**config.mk**
```make
export PLATFORM = sky130hd
export DESIGN_NAME = irq_arbiter
export DESIGN_NICKNAME = d
export VERILOG_FILES = /design/src/rtl/irq_arb_pkg.sv /design/src/rtl/irq_edge_latch.sv /design/src/rtl/irq_ctl_regs.sv /design/src/rtl/irq_prio_sel.sv /design/src/rtl/irq_arbiter.sv
export SDC_FILE = /design/constraint.sdc
export NUM_CORES = 1
export LEC_CHECK = 0
export ABC_AREA = 0
export BUFFER_PORTS_ARGS = -buffer_cell sky130_fd_sc_hd__buf_2
export CORE_UTILIZATION = 25
export CTS_BUF_LIST = sky130_fd_sc_hd__clkbuf_16
export DETAILED_ROUTE_END_ITERATION = 8
export PLACE_DENSITY_LB_ADDON = 0.3
export RECOVER_POWER = 50
export SETUP_SLACK_MARGIN = 0.4
export SYNTH_ARGS = -nofsm -noshare
export SYNTH_HDL_FRONTEND = slang
export SYNTH_SLANG_ARGS = --single-unit
```
**constraint.sdc**
```tcl
create_clock -name clk -period 1.45 [get_ports clk]
set_clock_uncertainty 0.15 [all_clocks]
set_input_delay 0.29 -clock clk [delete_from_list [all_inputs] [get_ports clk]]
set_output_delay 0.29 -clock clk [all_outputs]
set_load 0.01 [all_outputs]
```
**src/rtl/irq_arb_pkg.sv**
```systemverilog
package irq_arb_pkg;
  // source codes; index order in the request vector is priority order
  typedef enum logic [2:0] {
    SRC_NONE = 3'd0,
    SRC_TRAP = 3'd1,
    SRC_R75  = 3'd2,
    SRC_R65  = 3'd3,
    SRC_R55  = 3'd4,
    SRC_INTR = 3'd5
  } irq_src_e;

  localparam int NSRC = 5;
  // set-mask word fields
  localparam int SM_MSK_LO = 0;
  localparam int SM_MSE    = 3;
  localparam int SM_CLR75  = 4;
  localparam int SM_SOE    = 6;
  localparam int SM_SOD    = 7;
endpackage

```
**src/rtl/irq_edge_latch.sv**
```systemverilog
module irq_edge_latch #(
  parameter bit STICKY = 1'b1
) (
  input  logic clk,
  input  logic rst_n,
  input  logic lvl,
  input  logic clr,
  output logic pend
);
  logic lvl_q, pend_q, pend_d, rise;

  assign rise = lvl & ~lvl_q;

  generate
    if (STICKY) begin : g_sticky
      always_comb begin
        if (clr)       pend_d = 1'b0;
        else if (rise) pend_d = 1'b1;
        else           pend_d = pend_q;
      end
    end else begin : g_qualified
      always_comb begin
        if (clr || !lvl) pend_d = 1'b0;
        else if (rise)   pend_d = 1'b1;
        else             pend_d = pend_q;
      end
    end
  endgenerate

  always_ff @(posedge clk or negedge rst_n) begin
    if (!rst_n) begin
      lvl_q  <= 1'b0;
      pend_q <= 1'b0;
    end else begin
      lvl_q  <= lvl;
      pend_q <= pend_d;
    end
  end

  assign pend = pend_q;
endmodule

```
**src/rtl/irq_ctl_regs.sv**
```systemverilog
module irq_ctl_regs #(
  parameter int NMSK = 3
) (
  input  logic            clk,
  input  logic            rst_n,
  input  logic            ei_stb,
  input  logic            di_stb,
  input  logic            take_maskable,
  input  logic            msk_load,
  input  logic [NMSK-1:0] msk_new,
  input  logic            sod_load,
  input  logic            sod_new,
  output logic            ie,
  output logic [NMSK-1:0] msk,
  output logic            sod
);
  logic            ie_q, ie_d;
  logic [NMSK-1:0] msk_q, msk_d;
  logic            sod_q, sod_d;

  always_comb begin
    if (di_stb || take_maskable) ie_d = 1'b0;
    else if (ei_stb)             ie_d = 1'b1;
    else                         ie_d = ie_q;
    msk_d = msk_load ? msk_new : msk_q;
    sod_d = sod_load ? sod_new : sod_q;
  end

  always_ff @(posedge clk or negedge rst_n) begin
    if (!rst_n) begin
      ie_q  <= 1'b0;
      msk_q <= '1;
      sod_q <= 1'b0;
    end else begin
      ie_q  <= ie_d;
      msk_q <= msk_d;
      sod_q <= sod_d;
    end
  end

  assign ie  = ie_q;
  assign msk = msk_q;
  assign sod = sod_q;
endmodule

```
**src/rtl/irq_prio_sel.sv**
```systemverilog
module irq_prio_sel
  import irq_arb_pkg::*;
#(
  parameter int VEC_W = 16,
  parameter logic [NSRC-1:0][VEC_W-1:0] VEC_TAB = '0
) (
  input  logic [NSRC-1:0]  req,
  output irq_src_e         win_src,
  output logic [VEC_W-1:0] win_vec
);
  // index 0 is highest priority: scan from lowest so the highest overwrites
  always_comb begin
    win_src = SRC_NONE;
    win_vec = '0;
    for (int i = NSRC - 1; i >= 0; i--) begin
      if (req[i]) begin
        win_src = irq_src_e'(3'(i + 1));
        win_vec = VEC_TAB[i];
      end
    end
  end
endmodule

```
**src/rtl/irq_arbiter.sv**
```systemverilog
module irq_arbiter
  import irq_arb_pkg::*;
#(
  parameter int          VEC_W    = 16,
  parameter int          WORD_W   = 8,
  parameter logic [15:0] VEC_TRAP = 16'h0024,
  parameter logic [15:0] VEC_R75  = 16'h003C,
  parameter logic [15:0] VEC_R65  = 16'h0034,
  parameter logic [15:0] VEC_R55  = 16'h002C
) (
  input  logic              clk,
  input  logic              rst_n,
  input  logic              src_trap,
  input  logic              src_r75,
  input  logic              src_r65,
  input  logic              src_r55,
  input  logic              src_intr,
  input  logic              ei_stb,
  input  logic              di_stb,
  input  logic              setm_we,
  input  logic [WORD_W-1:0] setm_data,
  input  logic              ser_in,
  input  logic              accept_ok,
  input  logic              irq_ack,
  output logic              irq_req,
  output logic [2:0]        irq_src,
  output logic [VEC_W-1:0]  irq_vec,
  output logic [WORD_W-1:0] rdm_data,
  output logic              ser_out
);
  localparam int NMSK = 3;
  localparam logic [NSRC-1:0][VEC_W-1:0] VTAB = {
    VEC_W'(0), VEC_W'(VEC_R55), VEC_W'(VEC_R65), VEC_W'(VEC_R75), VEC_W'(VEC_TRAP)};

  logic            ie, sod, pend75, trap_arm;
  logic [NMSK-1:0] msk;
  logic [NSRC-1:0] req;
  irq_src_e        win_src;
  logic [VEC_W-1:0] win_vec;
  logic            any_req, take, take_maskable, clr75, clr_trap;
  logic [WORD_W-1:0] unused_setm;

  assign unused_setm = setm_data;

  assign any_req       = accept_ok && (win_src != SRC_NONE);
  assign take          = irq_ack && any_req;
  assign take_maskable = take && (win_src != SRC_TRAP);
  assign clr_trap      = take && (win_src == SRC_TRAP);
  assign clr75         = (setm_we && setm_data[SM_CLR75]) || (take && win_src == SRC_R75);

  irq_ctl_regs #(.NMSK(NMSK)) u_ctl (
    .clk(clk), .rst_n(rst_n),
    .ei_stb(ei_stb), .di_stb(di_stb), .take_maskable(take_maskable),
    .msk_load(setm_we && setm_data[SM_MSE]),
    .msk_new(setm_data[SM_MSK_LO +: NMSK]),
    .sod_load(setm_we && setm_data[SM_SOE]),
    .sod_new(setm_data[SM_SOD]),
    .ie(ie), .msk(msk), .sod(sod)
  );

  irq_edge_latch #(.STICKY(1'b1)) u_r75 (
    .clk(clk), .rst_n(rst_n), .lvl(src_r75), .clr(clr75), .pend(pend75)
  );

  irq_edge_latch #(.STICKY(1'b0)) u_trap (
    .clk(clk), .rst_n(rst_n), .lvl(src_trap), .clr(clr_trap), .pend(trap_arm)
  );

  // request vector in priority order: msk[2]=7.5, msk[1]=6.5, msk[0]=5.5
  assign req[0] = trap_arm && src_trap;
  assign req[1] = ie && !msk[2] && pend75;
  assign req[2] = ie && !msk[1] && src_r65;
  assign req[3] = ie && !msk[0] && src_r55;
  assign req[4] = ie && src_intr;

  irq_prio_sel #(.VEC_W(VEC_W), .VEC_TAB(VTAB)) u_sel (
    .req(req), .win_src(win_src), .win_vec(win_vec)
  );

  assign irq_req  = any_req;
  assign irq_src  = accept_ok ? win_src : SRC_NONE;
  assign irq_vec  = accept_ok ? win_vec : '0;
  assign rdm_data = {ser_in, pend75, src_r65, src_r55, ie, msk};
  assign ser_out  = sod;
endmodule

```
## Yosys cells after proc, flatten, opt, wreduce, memory -nomap -nowiden

Cells that the tools add are included.

- Equality and inequality tests: 3
- Muxes and demuxes: 17
- Bitwise logic cells: 4
- Reductions and logical operators: 27

Operators by type and width:

| operator | number |
|---|---|
| 2-to-1 mux 6 bit | 4 |
| 2-to-1 mux 3 bit | 6 |
| logical AND 1 bit | 16 |
| 2-to-1 mux 16 bit | 1 |
| 2-to-1 mux 1 bit | 6 |
| nonzero test 2 bit | 3 |
| zero test 1 bit | 4 |
| equality test 3 x 1 -> 1 bit, second input constant | 1 |
| equality test 3 x 2 -> 1 bit, second input constant | 1 |
| logical OR 1 bit | 3 |
| inequality test 3 x 1 -> 1 bit, second input constant | 1 |
| nonzero test 3 bit | 1 |
| bitwise AND 1 bit | 2 |
| NOT 1 bit | 2 |

- Input bits: 21
- Register bits: 9
- Word-level logic and storage cells: 58
- Output and inout bits: 29

## Logic depth before layout (Yosys ltp)

Gate-level depths: netlist of the first run.

- Depth after elaboration: 13
- Gate-level depth with buffers: 4
- Mapped depth without buffers: 3

## By module

A second synthesis of the first run with hierarchy kept.

- Cell total of the unflattened synthesis: 86
- Area total of the unflattened synthesis: 780.7 um^2

Modules (own cells, without submodules):

| module | cells each | sequential area each (um^2) | area each (um^2) | times used |
|---|---|---|---|---|
| irq_arbiter | 41 | 0.0 | 289.0 | 1 |
| irq_ctl_regs | 11 | 128.9 | 182.7 | 1 |
| irq_prio_sel | 25 | 0.0 | 163.9 | 1 |
| irq_edge_latch at u_trap | 4 | 50.0 | 76.3 | 1 |
| irq_edge_latch at u_r75 | 5 | 50.0 | 68.8 | 1 |

## Worst setup path after synthesis of the first run

Ideal clock, no wire load.

- Kind: reg2out
- Start: reg u_ctl.msk_q[1] (netlist: u_ctl.msk[1])
- End: out irq_vec[5]
- Cell stages (with the launch flop): 5
- Required time: 1.010 ns
- Arrival: 1.296 ns
- Path buffers: 1
- Setup slack: -0.286 ns
- Cell sequence: dfstp_2 > nor2b_1 > o31ai_1 > a21boi_0 > buf_4

- Longest elaborated chain between the ends: 7

Ends and longest elaborated chain:

| item | RTL line | source |
|---|---|---|
| start: declaration | irq_ctl_regs.sv:18 | `logic [NMSK-1:0] msk_q, msk_d;` |
| start signal: assignment | irq_ctl_regs.sv:36 | `msk_q <= msk_d;` |
| zero test 1 bit | irq_arbiter.sv:72 | `assign req[2] = ie && !msk[1] && src_r65;` |
| logical AND 1 bit (2 in series) | irq_arbiter.sv:72 |  |
| 2-to-1 mux 6 bit (3 in series) | irq_prio_sel.sv:16 | `if (req[i]) begin` |
| 2-to-1 mux 16 bit | irq_arbiter.sv:82 | `assign irq_vec = accept_ok ? win_vec : '0;` |
| end: declaration | irq_arbiter.sv:27 | `output logic [VEC_W-1:0] irq_vec,` |

Every way passes these cells.

## Worst setup path in the final report of the first run

- Start: reg u_ctl.msk_q[0] (netlist: u_ctl.msk[0])
- End: out irq_vec[2]

- Longest elaborated chain between the ends: 8

Ends and longest elaborated chain:

| item | RTL line | source |
|---|---|---|
| zero test 1 bit | irq_arbiter.sv:73 | `assign req[3] = ie && !msk[0] && src_r55;` |
| logical AND 1 bit (2 in series) | irq_arbiter.sv:73 |  |
| 2-to-1 mux 6 bit (4 in series) | irq_prio_sel.sv:16 |  |
| 2-to-1 mux 16 bit | irq_arbiter.sv:82 |  |

Every way passes these cells.

==> results of run 1 <==
[cell usage after synthesis (all sizes together)]
cell     n
and2b    1
nand3    1
a21oi    2
o31ai    2
nor2b    4
nor2     3
nand2b   1
o21ai    3
o21a     1
inv      1
conb     1
buf     19
o211a    1
or4      1
mux2     4
nand2    5
a21boi   1
a311oi   1
dfrtp    6
a31oi    2
nor4     1
dfstp    3
[worst max-delay path, stage by stage (launching register included)]
cell and delay (ns):
sky130_fd_sc_hd__dfstp_2 0.53, sky130_fd_sc_hd__and2b_1 0.24, sky130_fd_sc_hd__o31ai_2 0.20, sky130_fd_sc_hd__a21boi_1 0.10, sky130_fd_sc_hd__buf_2 0.14
[stage by stage]
stage                     worst slack, ns  setup TNS [ns]
after floorplan                   -0.2251         -0.4382
after global placement            -0.1841         -0.8366
after detailed placement          -0.1919         -0.8410
after CTS                         -0.4283          -2.870
after global routing              -0.5040          -3.616
final                             -0.4292          -3.022
[timing repair]
action	in CTS	in global routing
hold buffers	1	0
setup endpoints to repair	16	17
resized for setup	14	11
pin swaps	4	2
buffers inserted	5	5
endpoints found under the hold margin	9	0
[sequential cells by signal (all words and copies together) (netlist names)]
register,cells
u_r75.pend,1
u_trap.pend,1
u_ctl.ie,1
u_ctl.msk,3
u_ctl.sod,1
u_trap.lvl_q,1
u_r75.lvl_q,1
[metal layers]
layer / vias to the layer above / track usage [%] / routed length (um)
met4: 0 / 4.054 / 5
met3: 2 / 5.357 / 122
li1: 282 / - / -
met1: 259 / 11.03 / 516
met5: - / 0 / 0
met2: 20 / 20.83 / 773
[final cells by class]
type                    instances  area share, %
inverters                       1         0.3550
clock inverters                 1         0.4734
clock buffers                   3          7.101
multi-input cells              46          32.54
repair buffers                 49          34.44
flip-flops and latches          9          21.78
well taps                      28          3.314
[placed cells by master (no fill, tap or decap), types with 2 or more instances in the layout]
cell	instances
sky130_fd_sc_hd__nor2_1	2
sky130_fd_sc_hd__clkbuf_1	2
sky130_fd_sc_hd__conb_1	12
sky130_fd_sc_hd__o21ai_1	2
sky130_fd_sc_hd__nor2b_4	3
sky130_fd_sc_hd__mux2_2	4
sky130_fd_sc_hd__buf_6	17
sky130_fd_sc_hd__dfrtp_1	5
sky130_fd_sc_hd__buf_4	4
sky130_fd_sc_hd__dfstp_2	3
sky130_fd_sc_hd__nand2_1	4
sky130_fd_sc_hd__clkbuf_16	3
sky130_fd_sc_hd__o31ai_2	2
sky130_fd_sc_hd__buf_2	25
[power groups by stage]
| stage | combinational, mW | sequential (mW) | clock (mW) |
|---|---|---|---|
| 5_1_grt | 0.381 | 0.317 | 0.510 |
| 4_1_cts | 0.303 | 0.313 | 0.495 |
| 6_report | 0.351 | 0.314 | 0.484 |
| 2_1_floorplan | 0.158 | 0.321 | 0 |
| 3_3_place_gp | 0.229 | 0.311 | 0 |
| 3_5_place_dp | 0.229 | 0.313 | 0 |
[kinds of logic (layout without fill, tap and decap cells)]
logic type / Yosys count / in the layout / share of synthesized area [%]
compound gates: 13 / 13 / 14.26
buf+inv: 20 / 54 / 24.17
flops: 9 / 9 / 37.81
mux: 4 / 4 / 7.437
other cells: 1 / 12 / 0.6192
simple gates: 17 / 17 / 15.70
[worst paths after layout]
check	slack (ns)	depth (start not counted)	to
min in group asynchronous	0.37	2	u_r75.lvl_q$_DFF_PN0_
max in group asynchronous	0.43	2	u_trap.pend$_DFFE_PN0P_
setup reg to reg	-0.21	3	u_ctl.ie$_DFFE_PN0P_
hold / removal	0.02	1	u_r75.lvl_q$_DFF_PN0_
setup / recovery	-0.43	4	irq_vec[2]
hold reg to reg	0.35	1	u_ctl.sod$_DFFE_PN0P_
==> run summary, run 1 <==
======================================================================================
Run status .............................................................. finished with violations
Failing checks .......................................................... negative setup slack
Quantity of I/O buffers inserted on ports ...............................           34
Final wirelength ........................................................      1417 um
Vertical die dimension ..................................................     51.22 um
Final non-filler cell total .............................................          137
Detailed placement HPWL .................................................     994.8 um
Count of boundary I/O pins ..............................................           50
Floorplan row count .....................................................           17
Clock buffer count from CTS .............................................            3
Clock root buffer ....................................................... sky130_fd_sc_hd__clkbuf_16
Clock slew at the register clock pins of the worst setup and hold paths .      0.04 ns
Share of final-layout standard cells stronger than drive strength 1 .....       64.22%
Number of different library cells in the post-synthesis netlist .........           23
Antenna violations before repair ........................................            0
Core outline area .......................................................    2255 um^2
Leakage Power ...........................................................    0.5333 nW
Area of the mapped netlist ..............................................   605.6 um^2
H-tree lvl count ........................................................            1
Worst hold path class ................................................... input port to flop
Seq pwr share ...........................................................        27.3%
Worst-path fanout max ...................................................            4
Crit path arrival time ..................................................      1.44 ns
Sw Share ................................................................       25.57%
Detailed-route via count ................................................          563
Top cells by area, synth ................................................ sky130_fd_sc_hd__dfrtp_1, sky130_fd_sc_hd__buf_4, sky130_fd_sc_hd__dfstp_2
Sort of element at the end of the critical path .........................   output pin
Pwr dens ................................................................ 1087 nW/um^2
Multi-input gate area in the final layout ...............................   344.1 um^2
Detailed-route DRC error count ..........................................            0
Post-synthesis sequential element count .................................            9
Kind of start point of the critical path ................................         flop
Worst setup path class .................................................. flop to output pin
Fraction of power consumed by the clock network .........................        42.1%
Number of optimization iterations in the first detailed-route pass ......            2
Net switching component of the power ....................................    0.2939 mW
First-pass GRT wire length ..............................................      2166 um
Number of warnings issued by yosys ......................................            0
Via count normalized by instance count ..................................        4.109
Worst supply voltage drop on vdd ........................................    0.7931 mV
Final Cycle Share .......................................................       129.6%
Sum of overflow across all layers after global routing ..................            0
Post-synthesis cell type with the largest combined area ................. sky130_fd_sc_hd__dfrtp_1
Average wire per cell in the routed design ..............................     10.34 um
Power Total .............................................................     1.149 mW
Placed Instances ........................................................          122
Finish-stage setup viols ................................................           11
Total of fill cells in the finished design ..............................          227
Skew-Pair Late Insertion Delay ..........................................      0.23 ns
Via count of the first global-routing pass ..............................          547
Internal ................................................................    0.8554 mW
Top cell type's share of synthesized area ...............................       24.79%
Die area ................................................................    2623 um^2
Routability cong. .......................................................       0.7049
Flip-flop and latch area ................................................   230.2 um^2
RSZ-0062 raised after global routing ....................................          yes
Max-cap check violation count ...........................................            0
Post-Synthesis Cells ....................................................           64
Post-route standard cell area excluding fillers .........................    1057 um^2
Remaining number of nets flagged by the antenna check after routing .....            0
Hold path startpoint ....................................................      src_r75
Hold violation total from the final report ..............................            0
Crit path required time .................................................      1.01 ns
Initial core utilization ................................................       26.86%
Detailed Route Iter0 Violations .........................................            1
Antenna fix cells .......................................................            0
Avg Inst Size Synth .....................................................   9.462 um^2
Portion of the post-synthesis area used by sequential elements ..........       37.81%
Setup slack of the critical path after layout ...........................   -0.4292 ns
Aggregate global-route resource usage ...................................       11.37%
Number of buffers on the longest clock path .............................            2
Max Transition Viols Final ..............................................            0
Finished Core Util ......................................................       46.89%
Worst Hold Slack ........................................................   0.02271 ns
Area growth from synthesis to final layout ..............................       74.59%
Fin crit period .........................................................     1.879 ns
Maximum operating frequency .............................................    532.2 MHz
Die Width ...............................................................     51.22 um
Final net count .........................................................          131
Clock tree from TritonCTS ...............................................        built
Reg2Reg Launch Point .................................................... u_ctl.msk[0]$_DFFE_PN1P_
Maximum number of pins on one net before global-route repair ............           10
Setup crit start ........................................................ u_ctl.msk[0]$_DFFE_PN1P_
Placed inst area ........................................................   775.7 um^2
Combinational share of power ............................................        30.6%
Clock sink total ........................................................            9
======================================================================================
Note: power is estimated with default switching activity, not from simulation.
==> inputs of run 2 (changes only) <==
- ABC_AREA: 0 -> 1
==> run summary, run 2 <==
======================================================================================
Clock sink total ........................................................            9
Area growth from synthesis to final layout ..............................       89.40%
Crit path required time .................................................      1.01 ns
Antenna fix cells .......................................................            0
Via count of the first global-routing pass ..............................          643
Aggregate global-route resource usage ...................................       13.70%
Count of boundary I/O pins ..............................................           50
Most frequent cell after synthesis ...................................... sky130_fd_sc_hd__buf_4
Top cells by area, synth ................................................ sky130_fd_sc_hd__dfrtp_1, sky130_fd_sc_hd__buf_4, sky130_fd_sc_hd__dfstp_2
Max Transition Viols Final ..............................................            0
Final Cycle Share .......................................................       127.1%
Detailed Route Iter0 Violations .........................................            2
Portion of the post-synthesis area used by sequential elements ..........       36.60%
Number of buffers on the longest clock path .............................            2
Vertical die dimension ..................................................     52.03 um
Antenna violations before repair ........................................            0
Share of async-settable or async-resettable flops after synthesis .......       100.0%
Top library cells by usage in the layout, fill and taps aside ........... sky130_fd_sc_hd__buf_2, sky130_fd_sc_hd__buf_6, sky130_fd_sc_hd__buf_4
Grt met3 use ............................................................       5.556%
Finish-stage setup viols ................................................           12
Skew-Pair Late Insertion Delay ..........................................      0.23 ns
Number of cells traversed by the worst register-to-register path ........           10
Quantity of I/O buffers inserted on ports ...............................           34
Placed inst area ........................................................   870.8 um^2
Final non-filler cell total .............................................          170
Hold violation total from the final report ..............................            0
Post-route standard cell area excluding fillers .........................    1185 um^2
Worst hold path class ................................................... input port to flop
Post-synthesis sequential element count .................................            9
Worst supply voltage drop on vdd ........................................     1.011 mV
Predominant post-synthesis flop cell .................................... sky130_fd_sc_hd__dfrtp_1
Power Total .............................................................     1.159 mW
Fin crit period .........................................................     1.843 ns
Worst-case hold path end point .......................................... u_r75.lvl_q$_DFF_PN0_
Leakage Power ...........................................................    0.6405 nW
Via count normalized by instance count ..................................        4.135
Detailed placement HPWL .................................................      1131 um
Number of warnings issued by yosys ......................................            0
Initial core utilization ................................................       27.49%
Post-synthesis cell type with the largest combined area ................. sky130_fd_sc_hd__dfrtp_1
Kind of start point of the critical path ................................         flop
Routability cong. .......................................................       0.7556
Floorplan row count .....................................................           17
Detailed-route DRC error count ..........................................            0
Reg-to-reg setup timing slack ...........................................     -0.27 ns
Sort of element at the end of the critical path .........................   output pin
Hold-critical path depth ................................................            1
Number of different library cells in the post-synthesis netlist .........           14
Met2 Resource Use GR ....................................................       23.08%
Critical R2R Capture .................................................... u_trap.pend$_DFFE_PN0P_
Final net count .........................................................          164
Clock tree from TritonCTS ...............................................        built
Crit path arrival time ..................................................      1.40 ns
Clock slew at the register clock pins of the worst setup and hold paths .      0.04 ns
Pwr dens ................................................................ 978.5 nW/um^2
Clock buffer count from CTS .............................................            3
Worst setup path class .................................................. flop to output pin
Run status .............................................................. finished with violations
Most numerous cell types in the synthesized netlist ..................... sky130_fd_sc_hd__buf_4, sky130_fd_sc_hd__inv_1, sky130_fd_sc_hd__nand2_1
Average wire per cell in the routed design ..............................     9.747 um
Area of the mapped netlist ..............................................   625.6 um^2
Remaining number of nets flagged by the antenna check after routing .....            0
RSZ-0062 raised after global routing ....................................          yes
Worst-path fanout max ...................................................            5
Die area ................................................................    2707 um^2
Final wirelength ........................................................      1657 um
Placed Instances ........................................................          149
Setup slack of the critical path after layout ...........................   -0.3925 ns
Number of optimization iterations in the first detailed-route pass ......            2
Aggregate negative setup slack ..........................................    -3.369 ns
Finished Core Util ......................................................       52.06%
Maximum operating frequency .............................................    542.7 MHz
Hold path startpoint ....................................................      src_r75
Max FFs per register ....................................................            3
Post-Synthesis Cells ....................................................           85
Detailed-route via count ................................................          703
First-pass GRT wire length ..............................................      2691 um
Failing checks .......................................................... negative setup slack
Sum of overflow across all layers after global routing ..................            0
Number of flops mapped to enable cells by yosys .........................            0
Die Width ...............................................................     52.03 um
Core outline area .......................................................    2276 um^2
Highest-utilization routing layer at the global route stage .............         met2
Reg2Reg Launch Point .................................................... u_ctl.msk[2]$_DFFE_PN1P_
Share of final-layout standard cells stronger than drive strength 1 .....       61.27%
Clock root buffer ....................................................... sky130_fd_sc_hd__clkbuf_16
Top cell type's share of synthesized area ...............................       24.00%
Maximum number of pins on one net before global-route repair ............           10
H-tree lvl count ........................................................            1
Avg Inst Size Synth .....................................................   7.360 um^2
Max-cap check violation count ...........................................            0
Leading cell type in the layout, fill and taps excluded ................. sky130_fd_sc_hd__buf_2
Met1 layer usage reported by global route ...............................       14.62%
======================================================================================
==> run 2: kinds of logic (layout without fill, tap and decap cells) <==
logic type / count (synthesis) / after routing / share of synthesized area [%]
AO/OA/AOI/OAI: 13 / 13 / 11.20
flip-flops: 9 / 9 / 36.60
buffers and inverters: 34 / 80 / 31.80
other: 1 / 12 / 0.5994
AND/OR/NAND/NOR: 28 / 28 / 19.80
==> run 2: final cells by class <==
type                    instances  area [um^2]
multi-input cells              53        351.6
flip-flops and latches          9        230.2
inverters                      15        56.30
repair buffers                 61        432.9
well taps                      28        35.03
clock buffers                   3        75.07
fillers                       211         1091
clock inverters                 1        3.754
==> run 2: routing by layer <==
layer,wire [um],vias up
met5,0,-
met4,34,0
met3,138,4
met2,832,35
met1,652,309
li1,-,355
==> run 2: timing repair <==
| item | 4_1_cts | 5_1_grt |
|---|---|---|
| resized for setup | 22 | 7 |
| buffers inserted | 11 | 5 |
| hold buffers | 1 | 0 |
| pin swaps | 13 | 8 |
| hold endpoints to repair | 9 | 0 |
| setup endpoints to repair | 17 | 20 |
==> run 2: where the power goes <==
part | switching (mW) | leakage (nW) | internal (mW)
Clock | 0.107 | 0.0423 | 0.359
Combinational | 0.174 | 0.496 | 0.213
Sequential | 0.0222 | 0.103 | 0.285
Total | 0.302 | 0.641 | 0.857
==> run 2: how the worst max path moves through the flow <==
stage	startpoint	end	slack (ns)	cells past startpoint
after floorplan	u_ctl.msk[0]$_DFFE_PN1P_	irq_src[0]	-0.07	5
after global placement	u_ctl.msk[1]$_DFFE_PN1P_	irq_src[0]	-0.17	7
after detailed placement	u_ctl.ie$_DFFE_PN0P_	irq_src[0]	-0.20	6
after CTS	u_ctl.msk[1]$_DFFE_PN1P_	irq_src[0]	-0.39	7
after global routing	u_ctl.msk[2]$_DFFE_PN1P_	irq_src[0]	-0.46	6
final	u_ctl.msk[2]$_DFFE_PN1P_	irq_req	-0.39	5
==> run 2: critical path, cell delays in order (launching register included) <==
cell and delay (ns):
sky130_fd_sc_hd__dfstp_2 0.54, sky130_fd_sc_hd__inv_2 0.05, sky130_fd_sc_hd__nand3_4 0.07, sky130_fd_sc_hd__nand4_1 0.20, sky130_fd_sc_hd__a21oi_2 0.17, sky130_fd_sc_hd__buf_2 0.14
==> run 2: through the flow <==
stage	hold WS (ns)	setup slack [ns]
after global routing	0.05358	-0.4570
after floorplan	-0.1556	-0.06926
after CTS	0.03075	-0.3857
final	0.04748	-0.3925
after global placement	-0.0009789	-0.1741
after detailed placement	0.001594	-0.1953
==> inputs of run 3 (changes only) <==
- BUFFER_PORTS_ARGS: -buffer_cell sky130_fd_sc_hd__buf_2 -> unset
- DONT_BUFFER_PORTS: unset -> 1
- PLACE_DENSITY: unset -> 0.45
- PLACE_DENSITY_LB_ADDON: 0.3 -> unset
==> run summary, run 3 (synthesized netlist as in run 2, its figures left out) <==
======================================================================================
Run status .............................................................. finished with violations
Failing checks .......................................................... negative setup slack
Area growth from synthesis to final layout ..............................       57.00%
Clock slew at the register clock pins of the worst setup and hold paths .      0.04 ns
Number of cells traversed by the worst register-to-register path ........            8
Reg2Reg Launch Point .................................................... u_ctl.ie$_DFFE_PN0P_
Antenna violations before repair ........................................            0
Worst supply voltage drop on vdd ........................................    0.7587 mV
Max-cap check violation count ...........................................            0
Number of optimization iterations in the first detailed-route pass ......            2
WL met1 .................................................................       589 um
Top routing layer in use ................................................         met3
Routability cong. .......................................................       0.6798
Core outline area .......................................................    2276 um^2
RSZ-0062 raised after global routing ....................................          yes
Share of final-layout standard cells stronger than drive strength 1 .....       47.17%
Final non-filler cell total .............................................          134
Finish-stage setup viols ................................................           10
Average wire per cell in the routed design ..............................     10.57 um
Initial core utilization ................................................       27.49%
Fin crit period .........................................................     1.769 ns
H-tree lvl count ........................................................            1
Aggregate global-route resource usage ...................................       10.49%
Count of boundary I/O pins ..............................................           50
Worst hold path class ................................................... input port to flop
Placed Instances ........................................................          120
Detailed-route DRC error count ..........................................            0
Vertical die dimension ..................................................     52.03 um
Clock sink total ........................................................            9
Pwr dens ................................................................ 1074 nW/um^2
Kind of start point of the critical path ................................         flop
Worst-path fanout max ...................................................            4
Leading cell type in the layout, fill and taps excluded ................. sky130_fd_sc_hd__conb_1
Leakage Power ...........................................................    0.4887 nW
Max FFs per register ....................................................            3
WL met3 .................................................................       162 um
Critical R2R Capture .................................................... u_ctl.ie$_DFFE_PN0P_
Max Transition Viols Final ..............................................            0
Maximum number of pins on one net before global-route repair ............           10
Die Width ...............................................................     52.03 um
Die area ................................................................    2707 um^2
Final net count .........................................................          128
Reg-to-reg setup timing slack ...........................................     -0.13 ns
Clock tree from TritonCTS ...............................................        built
Sort of element at the end of the critical path .........................   output pin
Worst setup path class .................................................. flop to output pin
Routed length on met2 ...................................................       665 um
Setup slack of the critical path after layout ...........................   -0.3190 ns
Hold violation total from the final report ..............................            0
Via count normalized by instance count ..................................        4.172
Detailed-route via count ................................................          559
Finished Core Util ......................................................       43.16%
Clock buffer count from CTS .............................................            3
Number of buffers on the longest clock path .............................            2
Hold path startpoint .................................................... setm_data[6]
Skew-Pair Late Insertion Delay ..........................................      0.23 ns
Worst Hold Slack ........................................................   0.01370 ns
First-pass GRT wire length ..............................................      2056 um
Total of fill cells in the finished design ..............................          235
Antenna fix cells .......................................................            0
Floorplan row count .....................................................           17
Crit path required time .................................................      1.01 ns
Detailed placement HPWL .................................................      1060 um
Sum of overflow across all layers after global routing ..................            0
Detailed Route Iter0 Violations .........................................            1
Remaining number of nets flagged by the antenna check after routing .....            0
Via count of the first global-routing pass ..............................          514
Crit path arrival time ..................................................      1.33 ns
Hold-critical path depth ................................................            1
Worst-case hold path end point .......................................... u_ctl.sod$_DFFE_PN0P_
Final wirelength ........................................................      1417 um
Top library cells by usage in the layout, fill and taps aside ........... sky130_fd_sc_hd__conb_1, sky130_fd_sc_hd__inv_1, sky130_fd_sc_hd__buf_6
Clock root buffer ....................................................... sky130_fd_sc_hd__clkbuf_16
Maximum operating frequency .............................................    565.3 MHz
Quantity of I/O buffers inserted on ports ...............................            0
Final Cycle Share .......................................................       122.0%
======================================================================================
-- run 3: cell types whose count changed in the layout (fill, tap and decap cells not counted), moves of 3 or more --
cell / change
sky130_fd_sc_hd__buf_2: -29
sky130_fd_sc_hd__buf_4: -3
sky130_fd_sc_hd__buf_6: -4
sky130_fd_sc_hd__clkbuf_1: -3
sky130_fd_sc_hd__dlygate4sd3_1: +3
-- run 3: worst max path at each step --
stage	startpoint	end	slack [ns]	cells past startpoint
after floorplan	u_ctl.msk[0]$_DFFE_PN1P_	irq_src[0]	-0.07	5
after global placement	u_ctl.ie$_DFFE_PN0P_	irq_src[0]	-0.09	5
after detailed placement	u_ctl.ie$_DFFE_PN0P_	irq_req	-0.12	5
after CTS	u_ctl.ie$_DFFE_PN0P_	irq_req	-0.33	4
after global routing	u_ctl.ie$_DFFE_PN0P_	irq_req	-0.40	4
final	u_ctl.msk[0]$_DFFE_PN1P_	irq_req	-0.32	6
-- run 3: cell type report --
| type | instances | area, um^2 | area share (%) |
|---|---|---|---|
| Tap cell | 28 | 35.03 | 3.567 |
| Timing Repair Buffer | 25 | 239.0 | 24.33 |
| Sequential cell | 9 | 230.2 | 23.44 |
| Clock buffer | 3 | 75.07 | 7.643 |
| Clock inverter | 1 | 3.754 | 0.3822 |
| Multi-Input combinational cell | 53 | 342.8 | 34.90 |
| Inverter | 15 | 56.30 | 5.732 |
-- run 3: worst max-delay path, stage by stage (launching register included) --
cell and delay (ns):
sky130_fd_sc_hd__dfstp_2 0.54, sky130_fd_sc_hd__inv_2 0.05, sky130_fd_sc_hd__nand3_4 0.09, sky130_fd_sc_hd__nand2_1 0.05
sky130_fd_sc_hd__nand4_1 0.08, sky130_fd_sc_hd__inv_1 0.08, sky130_fd_sc_hd__a21oi_2 0.20
-- run 3: power by group --
part | total, mW | leakage [nW] | switching (mW) | internal, mW
clock network | 0.467 | 0.0423 | 0.108 | 0.359
registers | 0.310 | 0.103 | 0.0240 | 0.286
logic | 0.279 | 0.344 | 0.135 | 0.143
-- run 3: repair_timing --
action	CTS	global route
hold endpoints to repair	11	1
pin swaps	6	4
setup endpoints to repair	17	20
buffers inserted	3	3
gates resized for setup	10	11
hold buffers	3	1
-- run 3: per-layer routing --
layer,global-route usage [%],up-vias
li1,-,282
met1,10.95,250
met2,17.95,27
met3,4.094,0
met4,5.405,0
met5,0,-
-- run 3: metrics by stage --
stage	total power [mW]	TNS, ns	instance area [um^2]	setup slack, ns
floorplan	0.4720	-0.2744	737.0	-0.06926
finish	1.055	-2.305	982.2	-0.3190
CTS	1.027	-2.399	912.1	-0.3257
detailed placement	0.5018	-0.5582	738.2	-0.1199
global placement	0.4993	-0.3891	738.2	-0.08884
global route	1.107	-3.180	982.2	-0.4006
